$ cat src/rtl/pms_pkg.sv
`timescale 1ns/1ps
package pms_pkg;
   typedef enum logic [2:0] {
      PS_RUN, PS_IDLE, PS_SLEEP, PS_PDOWN, PS_START, PS_SETTLE
   } pms_state_e;

   localparam logic [1:0] CODE_RUN   = 2'd0;
   localparam logic [1:0] CODE_IDLE  = 2'd1;
   localparam logic [1:0] CODE_SLEEP = 2'd2;
   localparam logic [1:0] CODE_PDOWN = 2'd3;
endpackage

$ cat src/rtl/pms_fsm.sv
`timescale 1ns/1ps
module pms_fsm
   import pms_pkg::*;
#(
   parameter int RC_SETTLE     = 4,
   parameter int MAIN_SETTLE   = 4096,
   parameter int STARTUP_TICKS = 12
) (
   input  logic       clk,
   input  logic       rst_n,
   input  logic       mode_wr,
   input  logic [1:0] mode_wr_data,
   input  logic       clk_src_rc,
   input  logic       irq_wake,
   input  logic       async_wake,
   input  logic       ref_tick,
   output pms_state_e st_q,
   output logic [1:0] status,
   output logic       enter_deep,
   output logic       div_clr
);
   localparam int MAXC  = (MAIN_SETTLE > RC_SETTLE) ? MAIN_SETTLE : RC_SETTLE;
   localparam int CNT_W = $clog2(MAXC + 1);
   localparam bit HAS_START = (STARTUP_TICKS > 0);
   localparam logic [CNT_W-1:0] RC_LOAD   = CNT_W'(RC_SETTLE - 1);
   localparam logic [CNT_W-1:0] MAIN_LOAD = CNT_W'(MAIN_SETTLE - 1);

   if (RC_SETTLE < 1) begin : g_bad_rc
      $error("RC_SETTLE must be at least 1");
   end
   if (MAIN_SETTLE < 1) begin : g_bad_main
      $error("MAIN_SETTLE must be at least 1");
   end
   if (STARTUP_TICKS < 0) begin : g_bad_tick
      $error("STARTUP_TICKS must not be negative");
   end

   pms_state_e       st_d;
   logic [1:0]       mode_q;
   logic             src_rc_q;
   logic [CNT_W-1:0] cnt_q;
   logic             start_done;
   logic             load_settle;
   logic             settle_done;

   // RC start-up tick counter, present only when a start-up wait exists
   if (HAS_START) begin : g_start
      localparam int TK_W = $clog2(STARTUP_TICKS + 1);
      logic [TK_W-1:0] tk_q;
      always_ff @(posedge clk or negedge rst_n) begin
         if (!rst_n)                tk_q <= TK_W'(STARTUP_TICKS);
         else if (st_q != PS_START) tk_q <= TK_W'(STARTUP_TICKS);
         else if (ref_tick)         tk_q <= tk_q - 1'b1;
      end
      assign start_done = (st_q == PS_START) && ref_tick && (tk_q == TK_W'(1));
   end else begin : g_nostart
      assign start_done = 1'b0;
   end

   assign settle_done = (st_q == PS_SETTLE) && (cnt_q == '0);

   always_comb begin
      st_d = st_q;
      unique case (st_q)
         PS_RUN: begin
            if (mode_wr) begin
               unique case (mode_wr_data)
                  CODE_IDLE:  st_d = PS_IDLE;
                  CODE_SLEEP: st_d = PS_SLEEP;
                  CODE_PDOWN: st_d = PS_PDOWN;
                  default:    st_d = PS_RUN;
               endcase
            end
         end
         PS_IDLE:   if (irq_wake || async_wake) st_d = PS_RUN;
         PS_SLEEP:  if (async_wake) st_d = PS_SETTLE;
         PS_PDOWN: begin
            if (async_wake) st_d = (src_rc_q && HAS_START) ? PS_START : PS_SETTLE;
         end
         PS_START:  if (start_done) st_d = PS_SETTLE;
         PS_SETTLE: if (settle_done) st_d = PS_RUN;
         default:   st_d = PS_RUN;
      endcase
   end

   assign load_settle = (st_d == PS_SETTLE) && (st_q != PS_SETTLE);
   assign enter_deep  = (st_q == PS_RUN) && ((st_d == PS_SLEEP) || (st_d == PS_PDOWN));

   always_ff @(posedge clk or negedge rst_n) begin
      if (!rst_n) begin
         st_q     <= PS_RUN;
         mode_q   <= CODE_RUN;
         src_rc_q <= 1'b1;
         cnt_q    <= '0;
         div_clr  <= 1'b0;
      end else begin
         st_q    <= st_d;
         div_clr <= enter_deep;
         if (st_q == PS_RUN && st_d != PS_RUN) begin
            mode_q   <= mode_wr_data;
            src_rc_q <= clk_src_rc;
         end
         if (load_settle)            cnt_q <= src_rc_q ? RC_LOAD : MAIN_LOAD;
         else if (st_q == PS_SETTLE) cnt_q <= cnt_q - 1'b1;
      end
   end

   assign status = (st_q == PS_RUN) ? CODE_RUN : mode_q;

   AST_IDLE_WAKE: assert property (@(posedge clk) disable iff (!rst_n)
      (st_q == PS_IDLE) && (irq_wake || async_wake) |=> (st_q == PS_RUN));
   AST_SLEEP_HOLDS: assert property (@(posedge clk) disable iff (!rst_n)
      (st_q == PS_SLEEP) && !async_wake |=> (st_q == PS_SLEEP));
   AST_NO_REQ_WAKING: assert property (@(posedge clk) disable iff (!rst_n)
      (st_q == PS_SETTLE) || (st_q == PS_START) |=>
      (st_q == PS_SETTLE) || (st_q == PS_START) || (st_q == PS_RUN));
   AST_SETTLE_END: assert property (@(posedge clk) disable iff (!rst_n)
      (st_q == PS_SETTLE) && (cnt_q == '0) |=> (st_q == PS_RUN));
endmodule

$ cat src/rtl/pms_gates.sv
`timescale 1ns/1ps
module pms_gates
   import pms_pkg::*;
#(
   parameter int                    NPERIPH   = 8,
   parameter logic [NPERIPH-1:0]    PEN_RESET = '1
) (
   input  logic               clk,
   input  logic               rst_n,
   input  pms_state_e         st_q,
   input  logic               enter_deep,
   input  logic               pen_wr,
   input  logic [NPERIPH-1:0] pen_wr_data,
   input  logic               pll_wr,
   input  logic               pll_wr_en,
   input  logic               pll_wr_conn,
   output logic               cpu_clk_en,
   output logic [NPERIPH-1:0] periph_clk_en,
   output logic               main_osc_en,
   output logic               rc_osc_pwr,
   output logic               rc_out_en,
   output logic               pll_en,
   output logic               pll_connect
);
   if (NPERIPH < 1) begin : g_bad_np
      $error("NPERIPH must be at least 1");
   end

   logic               in_run;
   logic               deep;
   logic               periph_live;
   logic [NPERIPH-1:0] pen_q;
   logic               pll_en_q;
   logic               pll_conn_q;

   assign in_run      = (st_q == PS_RUN);
   assign deep        = (st_q == PS_SLEEP) || (st_q == PS_PDOWN);
   assign periph_live = in_run || (st_q == PS_IDLE);

   always_ff @(posedge clk or negedge rst_n) begin
      if (!rst_n)               pen_q <= PEN_RESET;
      else if (pen_wr && in_run) pen_q <= pen_wr_data;
   end

   always_ff @(posedge clk or negedge rst_n) begin
      if (!rst_n) begin
         pll_en_q   <= 1'b0;
         pll_conn_q <= 1'b0;
      end else if (enter_deep) begin
         pll_en_q   <= 1'b0;
         pll_conn_q <= 1'b0;
      end else if (pll_wr && in_run) begin
         pll_en_q   <= pll_wr_en;
         pll_conn_q <= pll_wr_conn;
      end
   end

   for (genvar i = 0; i < NPERIPH; i++) begin : g_pgate
      assign periph_clk_en[i] = pen_q[i] & periph_live;
   end

   assign cpu_clk_en  = in_run;
   assign main_osc_en = !deep;
   assign rc_out_en   = !deep;
   assign rc_osc_pwr  = (st_q != PS_PDOWN);
   assign pll_en      = pll_en_q;
   assign pll_connect = pll_conn_q & pll_en_q;

   AST_PLL_OFF_DEEP: assert property (@(posedge clk) disable iff (!rst_n)
      deep |-> !pll_en_q && !pll_conn_q);
   AST_PEN_HELD: assert property (@(posedge clk) disable iff (!rst_n)
      !in_run |=> $stable(pen_q));
endmodule

$ cat src/rtl/pwr_mode_seq.sv
`timescale 1ns/1ps
module pwr_mode_seq
   import pms_pkg::*;
#(
   parameter int                 NPERIPH       = 8,
   parameter logic [NPERIPH-1:0] PEN_RESET     = '1,
   parameter int                 RC_SETTLE     = 4,
   parameter int                 MAIN_SETTLE   = 4096,
   parameter int                 STARTUP_TICKS = 12
) (
   input  logic               clk,
   input  logic               rst_n,
   input  logic               ref_tick,
   input  logic               clk_src_rc,
   input  logic               mode_wr,
   input  logic [1:0]         mode_wr_data,
   input  logic               irq_wake,
   input  logic               async_wake,
   input  logic               pen_wr,
   input  logic [NPERIPH-1:0] pen_wr_data,
   input  logic               pll_wr,
   input  logic               pll_wr_en,
   input  logic               pll_wr_conn,
   output logic               cpu_clk_en,
   output logic [NPERIPH-1:0] periph_clk_en,
   output logic               main_osc_en,
   output logic               rc_osc_pwr,
   output logic               rc_out_en,
   output logic               pll_en,
   output logic               pll_connect,
   output logic               div_clr,
   output logic [1:0]         pwr_state,
   output logic               waking
);
   pms_state_e st_q;
   logic       enter_deep;

   pms_fsm #(
      .RC_SETTLE(RC_SETTLE), .MAIN_SETTLE(MAIN_SETTLE), .STARTUP_TICKS(STARTUP_TICKS)
   ) u_fsm (
      .clk(clk), .rst_n(rst_n), .mode_wr(mode_wr), .mode_wr_data(mode_wr_data),
      .clk_src_rc(clk_src_rc), .irq_wake(irq_wake), .async_wake(async_wake),
      .ref_tick(ref_tick), .st_q(st_q), .status(pwr_state),
      .enter_deep(enter_deep), .div_clr(div_clr)
   );

   pms_gates #(.NPERIPH(NPERIPH), .PEN_RESET(PEN_RESET)) u_gates (
      .clk(clk), .rst_n(rst_n), .st_q(st_q), .enter_deep(enter_deep),
      .pen_wr(pen_wr), .pen_wr_data(pen_wr_data), .pll_wr(pll_wr),
      .pll_wr_en(pll_wr_en), .pll_wr_conn(pll_wr_conn),
      .cpu_clk_en(cpu_clk_en), .periph_clk_en(periph_clk_en),
      .main_osc_en(main_osc_en), .rc_osc_pwr(rc_osc_pwr), .rc_out_en(rc_out_en),
      .pll_en(pll_en), .pll_connect(pll_connect)
   );

   assign waking = (st_q == PS_START) || (st_q == PS_SETTLE);

   AST_WAKE_CPU_OFF: assert property (@(posedge clk) disable iff (!rst_n)
      waking |-> !cpu_clk_en);
   AST_DIVCLR_ONCE: assert property (@(posedge clk) disable iff (!rst_n)
      div_clr |=> !div_clr);
   AST_DIVCLR_DEEP: assert property (@(posedge clk) disable iff (!rst_n)
      div_clr |-> !main_osc_en && !cpu_clk_en);
   AST_PDOWN_RC_OFF: assert property (@(posedge clk) disable iff (!rst_n)
      (pwr_state == CODE_PDOWN) && !waking |-> !rc_osc_pwr);
endmodule

$ cat config.mk
export PLATFORM = sky130hd
export DESIGN_NAME = pwr_mode_seq
export DESIGN_NICKNAME = d
export VERILOG_FILES = /design/src/rtl/pms_pkg.sv /design/src/rtl/pms_fsm.sv /design/src/rtl/pms_gates.sv /design/src/rtl/pwr_mode_seq.sv
export SDC_FILE = /design/constraint.sdc
export NUM_CORES = 1
export LEC_CHECK = 0
export BUFFER_PORTS_ARGS = -buffer_cell sky130_fd_sc_hd__buf_4
export CORE_UTILIZATION = 37
export DETAILED_ROUTE_END_ITERATION = 6
export PLACE_DENSITY_LB_ADDON = 0.3
export SLEW_MARGIN = 20
export SYNTH_ARGS = -nofsm -noshare
export SYNTH_HDL_FRONTEND = slang
export SYNTH_HIERARCHICAL = 1
export SYNTH_SLANG_ARGS = --single-unit
$ cat constraint.sdc
create_clock -name clk -period 4.3 [get_ports clk]
set_input_delay 0.43 -clock clk [delete_from_list [all_inputs] [get_ports clk]]
set_output_delay 0.43 -clock clk [all_outputs]
set_load 0.01 [all_outputs]
==> results of run 1 <==
-- layout by cell type (no fill, tap or decap), types with 3 or more instances in the layout --
cell type,netlist,layout
buf_4,2,38
a211oi_1,7,7
and3_1,3,3
a2111oi_0,3,3
ha_1,4,4
nor2b_1,3,3
inv_1,6,6
and2_1,12,12
nor2_1,12,12
nand2_1,5,5
a311oi_1,3,3
nor3_1,7,7
dfstp_2,11,11
clkbuf_8,4,5
nand2b_1,7,7
a21oi_1,4,4
dfrtp_1,23,23
mux2_2,8,8
nor4_1,11,11
-- kinds of logic after synthesis --
group | after synthesis | synth area share
multiplexers | 10 | 0.0567
XOR/XNOR | 2 | 0.00902
AND/OR/NAND/NOR | 85 | 0.291
AO/OA/AOI/OAI | 31 | 0.125
adder cells (fa/ha/maj) | 4 | 0.0258
buffers and inverters | 12 | 0.0476
flip-flops | 34 | 0.445
-- worst register-to-register path, stage by stage (launching register included) --
cell       delay [ns]
dfrtp_1          0.66
or3b_1           0.50
nor2_4           0.33
nor4_1           0.09
a2111oi_0        0.37
-- area by class of cell --
cell class / instances / area, um2
Sequential cell: 34 / 865
Multi-Input combinational cell: 132 / 986
Inverter: 6 / 22.5
Fill cell: 513 / 2720
Clock buffer: 5 / 68.8
Tap cell: 70 / 87.6
Timing Repair Buffer: 38 / 285
Clock inverter: 3 / 40.0
-- where the power goes --
group          switching [mW]  total (mW)  internal (mW)
Clock                   0.116       0.287          0.171
Combinational           0.288       0.621          0.333
Sequential              0.151       0.640          0.490
Total                   0.555        1.55          0.993
-- sequential cells by signal, summed over array words and instances, names as in the netlist --
name,cells
u_gates/pll_conn_q,1
u_fsm/src_rc_q,1
u_gates/pen_q,8
u_fsm/mode_q,2
u_fsm/cnt_q,13
u_fsm/g_start.tk_q,4
u_gates/pll_en,1
u_fsm/div_clr,1
u_fsm/st_q,3
-- through the flow --
stage	cell area (um2)	total power, mW	hold slack (ns)
CTS	2350	1.56	0.101
global placement	2250	1.26	0.406
floorplan	1940	1.05	0.134
finish	2350	1.55	0.0884
global route	2350	1.66	0.116
detailed placement	2250	1.27	0.411
-- routing by layer --
| metal | part of all wire | vias up | global-route usage |
|---|---|---|---|
| li1 | - | 756 | - |
| met1 | 0.48 | 741 | 0.210 |
| met2 | 0.47 | 29 | 0.247 |
| met3 | 0.035 | 4 | 0.0420 |
| met4 | 0.012 | 0 | 0.0671 |
| met5 | 0 | - | 0 |
-- worst max-delay path by stage --
stage	start	to	slack, ns	cells past startpoint
2_1_floorplan	u_fsm/st_q[2]	u_fsm/cnt_q[12]	2.45	6
3_3_place_gp	u_fsm/st_q[1]	u_fsm/mode_q[0]	2.31	4
3_5_place_dp	u_fsm/st_q[2]	u_fsm/cnt_q[4]	2.27	4
4_1_cts	u_fsm/st_q[1]	pwr_state[0]	2.02	3
5_1_grt	u_fsm/st_q[1]	pwr_state[0]	1.89	3
6_report	u_fsm/st_q[1]	pwr_state[0]	2.01	3
==> results.py, run 1 <==
metrics = {
    "status": {
        "outcome": "finished clean",
    },
    "floorplan": {
        "io_pins": 39,
        "die_area_um2": 5550,
        "core_area_um2": 5070,
        "fp-row-count": 26,
        "start_util": 0.383,
        "die_w_um": 74.5,
        "die_y_um": 74.5,
    },
    "critical_path": {
        "crit_slowest_cell": "nor3_1",
        "startpoint_type": "flip-flop",
        "cp_max_fo": 16,
        "reg2reg_depth": 4,
        "cpLargestDelayFamily": "simple AND/OR/NAND/NOR gates",
        "end_kind": "output port",
        "timing_worst_setup_path_type": "flip-flop to output port",
        "crit_arrival_ns": 1.86,
        "cp_num_buf_inv": 1,
        "r2r_slack_ns": 2.23,
        "worstPathRequired_ns": 3.87,
        "rr_endpoint": "u_fsm/cnt_q[4]",
        "critPathMaxStageDelay_ns": 0.69,
        "rr_startpoint": "u_fsm/st_q[2]",
        "path_cells": "nor3_1 -> nor2b_1 -> buf_4",
    },
    "synth": {
        "yosysWarnings": 6,
        "synth_ff_type": "dfrtp_1",
        "synth.most_common_cell": "dfrtp_1",
        "ys_seq_area_frac": 0.445,
        "postSynthAreaPerCell_um2": 10.9,
        "syn_area_um2": 1940,
        "syn_inst": 178,
        "synth.largest_area_cell": "dfrtp_1",
        "ys_ff_latch": 34,
        "synthDistinctLibCells": 54,
        "ys_async_sr_fraction": 1.00,
        "synthTopCellsByArea": "dfrtp_1 30%, dfstp_2 15%, mux2_2 4.6%",
        "synth_top_area_frac": 0.296,
        "ys_top_cells_by_count": "23 x dfrtp_1, 12 x and2_1, 12 x nor2_1",
        "syn-num-nets": 203,
        "synth-edff-count": 0,
    },
    "global_routing": {
        "grt_pass1_vias": 1475,
        "grt_pass1_wl_um": 6710,
        "grt_overflow_total": 0,
        "grtUsageTotal": 0.159,
        "antenna_found_initial": 0,
        "grt_max_degree": 35,
    },
    "clocking": {
        "post_cts_resized": 0,
        "postCtsSetupBuffers": 0,
        "numCtsBuffers": 5,
        "clock-sinks": 34,
        "cts-root-buf": "clkbuf_8",
        "clk_path_buf_depth": 2,
        "ctsHoldBuffers": 0,
        "worstSkewPairLatency_ns": 0.28,
        "ctsHtreeMaxLevel": 2,
        "cts_tree": "done",
        "clk_pin_slew_worst_paths_ns": 0.07,
    },
    "finish": {
        "stdcell_count": 288,
        "area_growth_syn_to_layout_pct": 21.2,
        "diodes": 0,
        "layout-drive-gt1-share": 0.339,
        "fin_nets": 242,
        "fin_util": 0.464,
    },
    "placed_design": {
        "dpl_worst_slack_ns": 2.27,
        "io_buffers": 38,
        "dp_hpwl_um": 2830,
        "dpl.cell_count": 280,
        "place.gp.congestion": 0.732,
    },
    "route": {
        "avgViaCountPerCell": 5.31,
        "drc": 0,
        "first_pass_iters": 4,
        "routed_wl_um": 3970,
        "drtAntennaViolNets": 0,
        "vias": 1530,
        "routedWlPerCell_um": 13.8,
        "drt-initial-drc-count": 72,
    },
    "sta": {
        "period_needed_ns": 2.29,
        "fmax_ghz": 0.436,
        "fin_skew_ns": 0.00710,
        "fin_ws_ns": 2.01,
        "rsz0062_at_grt": "no",
        "finalCritPeriodShare": 0.533,
        "max_slew_margin": 0.468,
        "tightestPinTransition_ns": 0.790,
        "finalHoldViolations": 0,
        "fin_tns_setup_ns": 0,
        "drv_slew": 0,
        "setup_violations": 0,
    },
    "power": {
        "p_leak_nw": 0.992,
        "cellPowerDensity_nw_per_um2": 657,
        "vdd_drop_max_mv": 0.265,
    },
    "job": {
        "drv_cap": 0,
    },
    "hold_path": {
        "hp-class": "input pin to asynchronous set/reset pin",
    },
}
(Power assumes the default switching activity.)
==> run 2: changes to the inputs <==
==> constraint.sdc (replaced) <==
create_clock -name clk -period 2 [get_ports clk]
set_input_delay 0.2 -clock clk [delete_from_list [all_inputs] [get_ports clk]]
set_output_delay 0.2 -clock clk [all_outputs]
set_load 0.01 [all_outputs]
==> results.py, run 2 (same netlist as run 1, synthesis figures left out) <==
metrics = {
    "status": {
        "outcome": "finished clean",
    },
    "critical_path": {
        "startpoint_type": "flip-flop",
        "rr_startpoint": "u_fsm/cnt_q[4]",
        "cp_max_fo": 8,
        "crit_arrival_ns": 2.01,
        "cpLargestDelayFamily": "simple AND/OR/NAND/NOR gates",
        "reg2reg_depth": 4,
        "crit_slowest_cell": "or4_4",
        "critPathMaxStageDelay_ns": 0.57,
        "cp_num_buf_inv": 0,
        "timing_worst_setup_path_type": "flip-flop to flip-flop",
        "rr_endpoint": "u_fsm/cnt_q[11]",
        "r2r_slack_ns": 0.18,
        "path_cells": "or4_4 -> nor4_4 -> a2111oi_1 -> a311oi_1",
        "worstPathRequired_ns": 2.19,
        "end_kind": "flip-flop",
    },
    "sta": {
        "setup_violations": 0,
        "drv_slew": 0,
        "whs_ns": 0.146,
        "rsz0062_at_grt": "no",
        "max_slew_margin": 0.600,
        "fin_skew_ns": 0.00587,
        "finalHoldViolations": 0,
        "fmax_ghz": 0.548,
        "fin_tns_setup_ns": 0,
        "tightestPinTransition_ns": 0.592,
        "finalCritPeriodShare": 0.912,
        "period_needed_ns": 1.82,
    },
    "placed_design": {
        "dp_hpwl_um": 2840,
        "io_buffers": 38,
        "dpl-instance-area_um2": 2310,
        "place.gp.congestion": 0.754,
    },
    "route": {
        "drtAntennaViolNets": 0,
        "routedWlPerCell_um": 13.3,
        "first_pass_iters": 4,
        "routed_wl_um": 3960,
        "avgViaCountPerCell": 5.31,
        "vias": 1582,
        "drt-initial-drc-count": 108,
        "drc": 0,
    },
    "finish": {
        "fin_util": 0.477,
        "regMostFlops": "u_fsm/cnt_q",
        "largest_registers": "u_fsm/cnt_q x13, u_gates/pen_q x8, u_fsm/g_start.tk_q x4",
        "area_growth_syn_to_layout_pct": 24.5,
        "largest_reg_flops": 13,
        "fin_nets": 252,
        "final_cell_mix": "47 x buf_4, 23 x dfrtp_1, 12 x nor2_1, 12 x and2_1",
        "layout-drive-gt1-share": 0.364,
        "final_common_cell": "buf_4",
        "stdcell_area_um2": 2420,
        "diodes": 0,
    },
    "clocking": {
        "ctsHtreeMaxLevel": 2,
        "cts_tree": "done",
        "clock-sinks": 34,
        "numCtsBuffers": 5,
        "postCtsSetupBuffers": 0,
        "clk_path_buf_depth": 2,
        "worstSkewPairLatency_ns": 0.28,
        "cts-root-buf": "clkbuf_8",
        "clk_pin_slew_worst_paths_ns": 0.07,
        "post_cts_resized": 0,
    },
    "hold_path": {
        "hp-class": "input pin to flip-flop",
        "holdPathStages": 2,
        "whs_endpoint": "u_gates/pen_q[1]",
        "hold_path_startpoint": "pen_wr_data[1]",
    },
    "power": {
        "p_leak_nw": 1.03,
        "vdd_drop_max_mv": 0.855,
        "cellPowerDensity_nw_per_um2": 1380,
    },
    "global_routing": {
        "grt_overflow_total": 0,
        "grt_pass1_wl_um": 6770,
        "grt_pass1_vias": 1450,
        "grtUsageTotal": 0.162,
        "grt_max_degree": 35,
        "antenna_found_initial": 0,
    },
    "floorplan": {
        "die_w_um": 74.5,
        "die_area_um2": 5550,
        "start_util": 0.383,
        "fp-row-count": 26,
        "io_pins": 39,
        "core_area_um2": 5070,
        "die_y_um": 74.5,
    },
    "job": {
        "drv_cap": 0,
    },
}
## run 2: through the flow
step	total power, mW	instances	setup WS (ns)
final	3.34	298	0.176
after floorplan	2.25	178	0.155
after detailed placement	2.84	289	0.190
after global placement	2.80	289	0.220
after global routing	3.61	298	0.0424
after CTS	3.38	298	0.170
## run 2: how the worst max path moves through the flow
stage / startpoint / to / slack (ns) / depth (start not counted)
2_1_floorplan: u_fsm/st_q[2] / u_fsm/cnt_q[12] / 0.15 / 6
3_3_place_gp: u_fsm/cnt_q[4] / u_fsm/cnt_q[11] / 0.22 / 4
4_1_cts: u_fsm/cnt_q[4] / u_fsm/cnt_q[11] / 0.17 / 4
5_1_grt: u_fsm/cnt_q[4] / u_fsm/cnt_q[11] / 0.04 / 4
3_5_place_dp: u_fsm/cnt_q[4] / u_fsm/cnt_q[11] / 0.19 / 4
6_report: u_fsm/cnt_q[4] / u_fsm/cnt_q[11] / 0.18 / 4
## run 2: layout make-up
class                   instances  area [um2]
fillers                       515        2660
multi-input cells             132         986
flip-flops and latches         34         865
repair buffers                 48         363
well taps                      70        87.6
clock buffers                   6        82.6
inverters                       6        22.5
clock inverters                 2        12.5
## run 2: power breakdown
| part | total [mW] | internal (mW) | switching [mW] |
|---|---|---|---|
| registers | 1.30 | 1.05 | 0.247 |
| clock network | 0.517 | 0.276 | 0.241 |
| logic | 1.52 | 0.799 | 0.720 |
## run 2: per-layer routing
metal	vias up	routed length, um	GRT usage
li1	775	-	-
met1	766	1900	0.222
met2	36	1850	0.249
met3	5	152	0.0379
met4	0	53	0.0629
met5	-	0	0
## run 2: worst register-to-register path: stages, from the launching register on
cell and delay (ns):
dfrtp_1 0.45, or4_4 0.57, nor4_4 0.34, a2111oi_1 0.13, a311oi_1 0.24
## run 2: what timing repair did
action / 4_1_cts / 5_1_grt
hold buffers: 1 / 0
hold endpoints to repair: 23 / 0
setup endpoints to repair: 0 / 0
==> run 3: changes to the inputs <==
--- a/config.mk
+++ b/config.mk
@@ -12,5 +12,5 @@
 export SLEW_MARGIN = 20
 export SYNTH_ARGS = -nofsm -noshare
 export SYNTH_HDL_FRONTEND = slang
-export SYNTH_HIERARCHICAL = 1
 export SYNTH_SLANG_ARGS = --single-unit
+export TNS_END_PERCENT = 50
==> results.py, run 3 <==
metrics = {
    "placed_design": {
        "dpl-instance-area_um2": 2260,
        "io_buffers": 38,
        "dpl_worst_slack_ns": 0.230,
        "dp_hpwl_um": 2840,
        "place.gp.congestion": 0.745,
    },
    "sta": {
        "max_slew_margin": 0.678,
        "fin_skew_ns": 0.00945,
        "finalCritPeriodShare": 0.882,
        "rsz0062_at_grt": "no",
        "setup_violations": 0,
        "fin_ws_ns": 0.236,
        "fin_tns_setup_ns": 0,
        "drv_slew": 0,
        "period_needed_ns": 1.76,
        "finalHoldViolations": 0,
        "whs_ns": 0.127,
        "tightestPinTransition_ns": 0.482,
        "fmax_ghz": 0.567,
    },
    "hold_path": {
        "holdPathStages": 2,
        "hp-class": "input pin to flip-flop",
    },
    "synth": {
        "synth_top_area_frac": 0.300,
        "ys_async_sr_fraction": 1.00,
        "ys_ff_latch": 34,
        "syn-num-nets": 210,
        "synth.largest_area_cell": "dfrtp_1",
        "syn_area_um2": 1920,
        "synth.most_common_cell": "dfrtp_1",
        "synth-edff-count": 0,
        "yosysWarnings": 0,
        "ys_seq_area_frac": 0.450,
        "synth_ff_type": "dfrtp_1",
        "synthTopCellsByArea": "dfrtp_1 30%, dfstp_2 15%, mux2_1 5.3%",
        "ys_top_cells_by_count": "23 x dfrtp_1, 14 x and2_1, 14 x nor2_1",
        "synthDistinctLibCells": 52,
        "syn_inst": 185,
        "postSynthAreaPerCell_um2": 10.4,
    },
    "clocking": {
        "ctsHoldBuffers": 1,
        "clk_path_buf_depth": 2,
        "ctsHtreeMaxLevel": 2,
        "numCtsBuffers": 5,
        "postCtsSetupBuffers": 0,
        "clock-sinks": 34,
        "cts-root-buf": "clkbuf_8",
        "worstSkewPairLatency_ns": 0.29,
        "clk_pin_slew_worst_paths_ns": 0.08,
        "cts_tree": "done",
        "post_cts_resized": 0,
    },
    "critical_path": {
        "path_cells": "inv_1 -> ha_1 -> or4b_4 -> nor4_2 -> o22a_1 -> o211a_1",
        "timing_worst_setup_path_type": "flip-flop to flip-flop",
        "worstPathRequired_ns": 2.23,
        "worst-path-stages": 6,
        "crit_arrival_ns": 1.99,
        "cp_max_fo": 4,
        "reg2reg_depth": 6,
        "cp_num_buf_inv": 1,
        "startpoint_type": "flip-flop",
        "cpLargestDelayFamily": "simple AND/OR/NAND/NOR gates",
        "crit_slowest_cell": "or4b_4",
        "end_kind": "flip-flop",
        "critPathMaxStageDelay_ns": 0.51,
    },
    "global_routing": {
        "grtUsageTotal": 0.157,
        "grt_max_degree": 35,
        "grt_overflow_total": 0,
        "antenna_found_initial": 0,
        "grt_pass1_vias": 1404,
        "grt_pass1_wl_um": 6480,
    },
    "route": {
        "vias": 1484,
        "drc": 0,
        "drtAntennaViolNets": 0,
        "drt-initial-drc-count": 67,
        "routed_wl_um": 3920,
        "routedWlPerCell_um": 13.4,
        "avgViaCountPerCell": 5.06,
        "first_pass_iters": 4,
    },
    "finish": {
        "final_common_cell": "buf_4",
        "diodes": 0,
        "final_cell_mix": "40 x buf_4, 23 x dfrtp_1, 14 x nor2_1, 14 x and2_1",
        "fin_nets": 250,
        "largest_reg_flops": 13,
        "n_fill_cell": 468,
        "layout-drive-gt1-share": 0.323,
        "largest_registers": "u_fsm.cnt_q x13, u_gates.pen_q x8, u_fsm.g_start.tk_q x4",
        "area_growth_syn_to_layout_pct": 24.2,
        "stdcell_area_um2": 2390,
        "regMostFlops": "u_fsm.cnt_q",
    },
    "floorplan": {
        "die_y_um": 74.0,
        "core_area_um2": 4850,
        "fp-row-count": 25,
        "start_util": 0.396,
        "io_pins": 39,
        "die_w_um": 74.0,
        "die_area_um2": 5480,
    },
    "status": {
        "outcome": "finished clean",
    },
    "power": {
        "vdd_drop_max_mv": 0.638,
        "p_leak_nw": 1.02,
        "cellPowerDensity_nw_per_um2": 1350,
    },
    "job": {
        "drv_cap": 0,
    },
}
[run 3: power by group]
| part | internal [mW] | switching (mW) |
|---|---|---|
| clock network | 0.371 | 0.264 |
| registers | 1.03 | 0.281 |
| logic | 0.671 | 0.591 |
| total | 2.08 | 1.14 |
[run 3: final timing paths]
path	slack [ns]	startpoint	end
setup / recovery	0.24	u_fsm.cnt_q[0]	u_fsm.cnt_q[8]
hold / removal	0.13	pen_wr_data[2]	u_gates.pen_q[2]
setup reg to reg	0.24	u_fsm.cnt_q[0]	u_fsm.cnt_q[8]
hold reg to reg	0.48	u_fsm.mode_q[1]	u_fsm.mode_q[1]
max in group asynchronous	1.25	rst_n	u_fsm.src_rc_q
min in group asynchronous	0.40	rst_n	u_fsm.cnt_q[10]
[run 3: stage by stage]
step / cells / utilization / power [mW]
floorplan: 185 / - / 2.12
global placement: 284 / 0.467 / 2.58
detailed placement: 284 / 0.467 / 2.60
CTS: 293 / 0.492 / 3.25
global route: 293 / 0.492 / 3.46
finish: 293 / 0.492 / 3.21
[run 3: final cells by class]
cell class | count | area, um2 | area share
multi-input combinational | 132 | 972 | 0.407
sequential | 34 | 865 | 0.362
timing repair buffer | 41 | 310 | 0.130
tap | 67 | 83.8 | 0.0351
clock buffer | 5 | 68.8 | 0.0288
clock inverter | 3 | 45.0 | 0.0189
inverter | 11 | 41.3 | 0.0173
[run 3: worst register-to-register path, delay by kind of cell, from the launching register on]
kind / cells / cell delay, ns
and+or+nand+nor: 2 / 0.72
adders and majority gates: 1 / 0.19
DFF: 1 / 0.40
buffers and inverters: 1 / 0.09
AOI/OAI and AO/OA: 2 / 0.32
[run 3: cells by family after synthesis]
kind of cell,count (synthesis),share of synthesized area
and+or+nand+nor,77,0.251
adders and majority gates,4,0.0261
xor gates and xnor gates,3,0.0137
buffers and inverters,19,0.0436
muxes,10,0.0580
AOI/OAI and AO/OA,38,0.158
DFF,34,0.450
[run 3: per-layer routing]
layer	track usage	part of all wire	wire (um)
met1	0.218	0.49	1920
met4	0.0449	0.010	40
met2	0.237	0.47	1850
met3	0.0447	0.028	111
met5	0	0	0
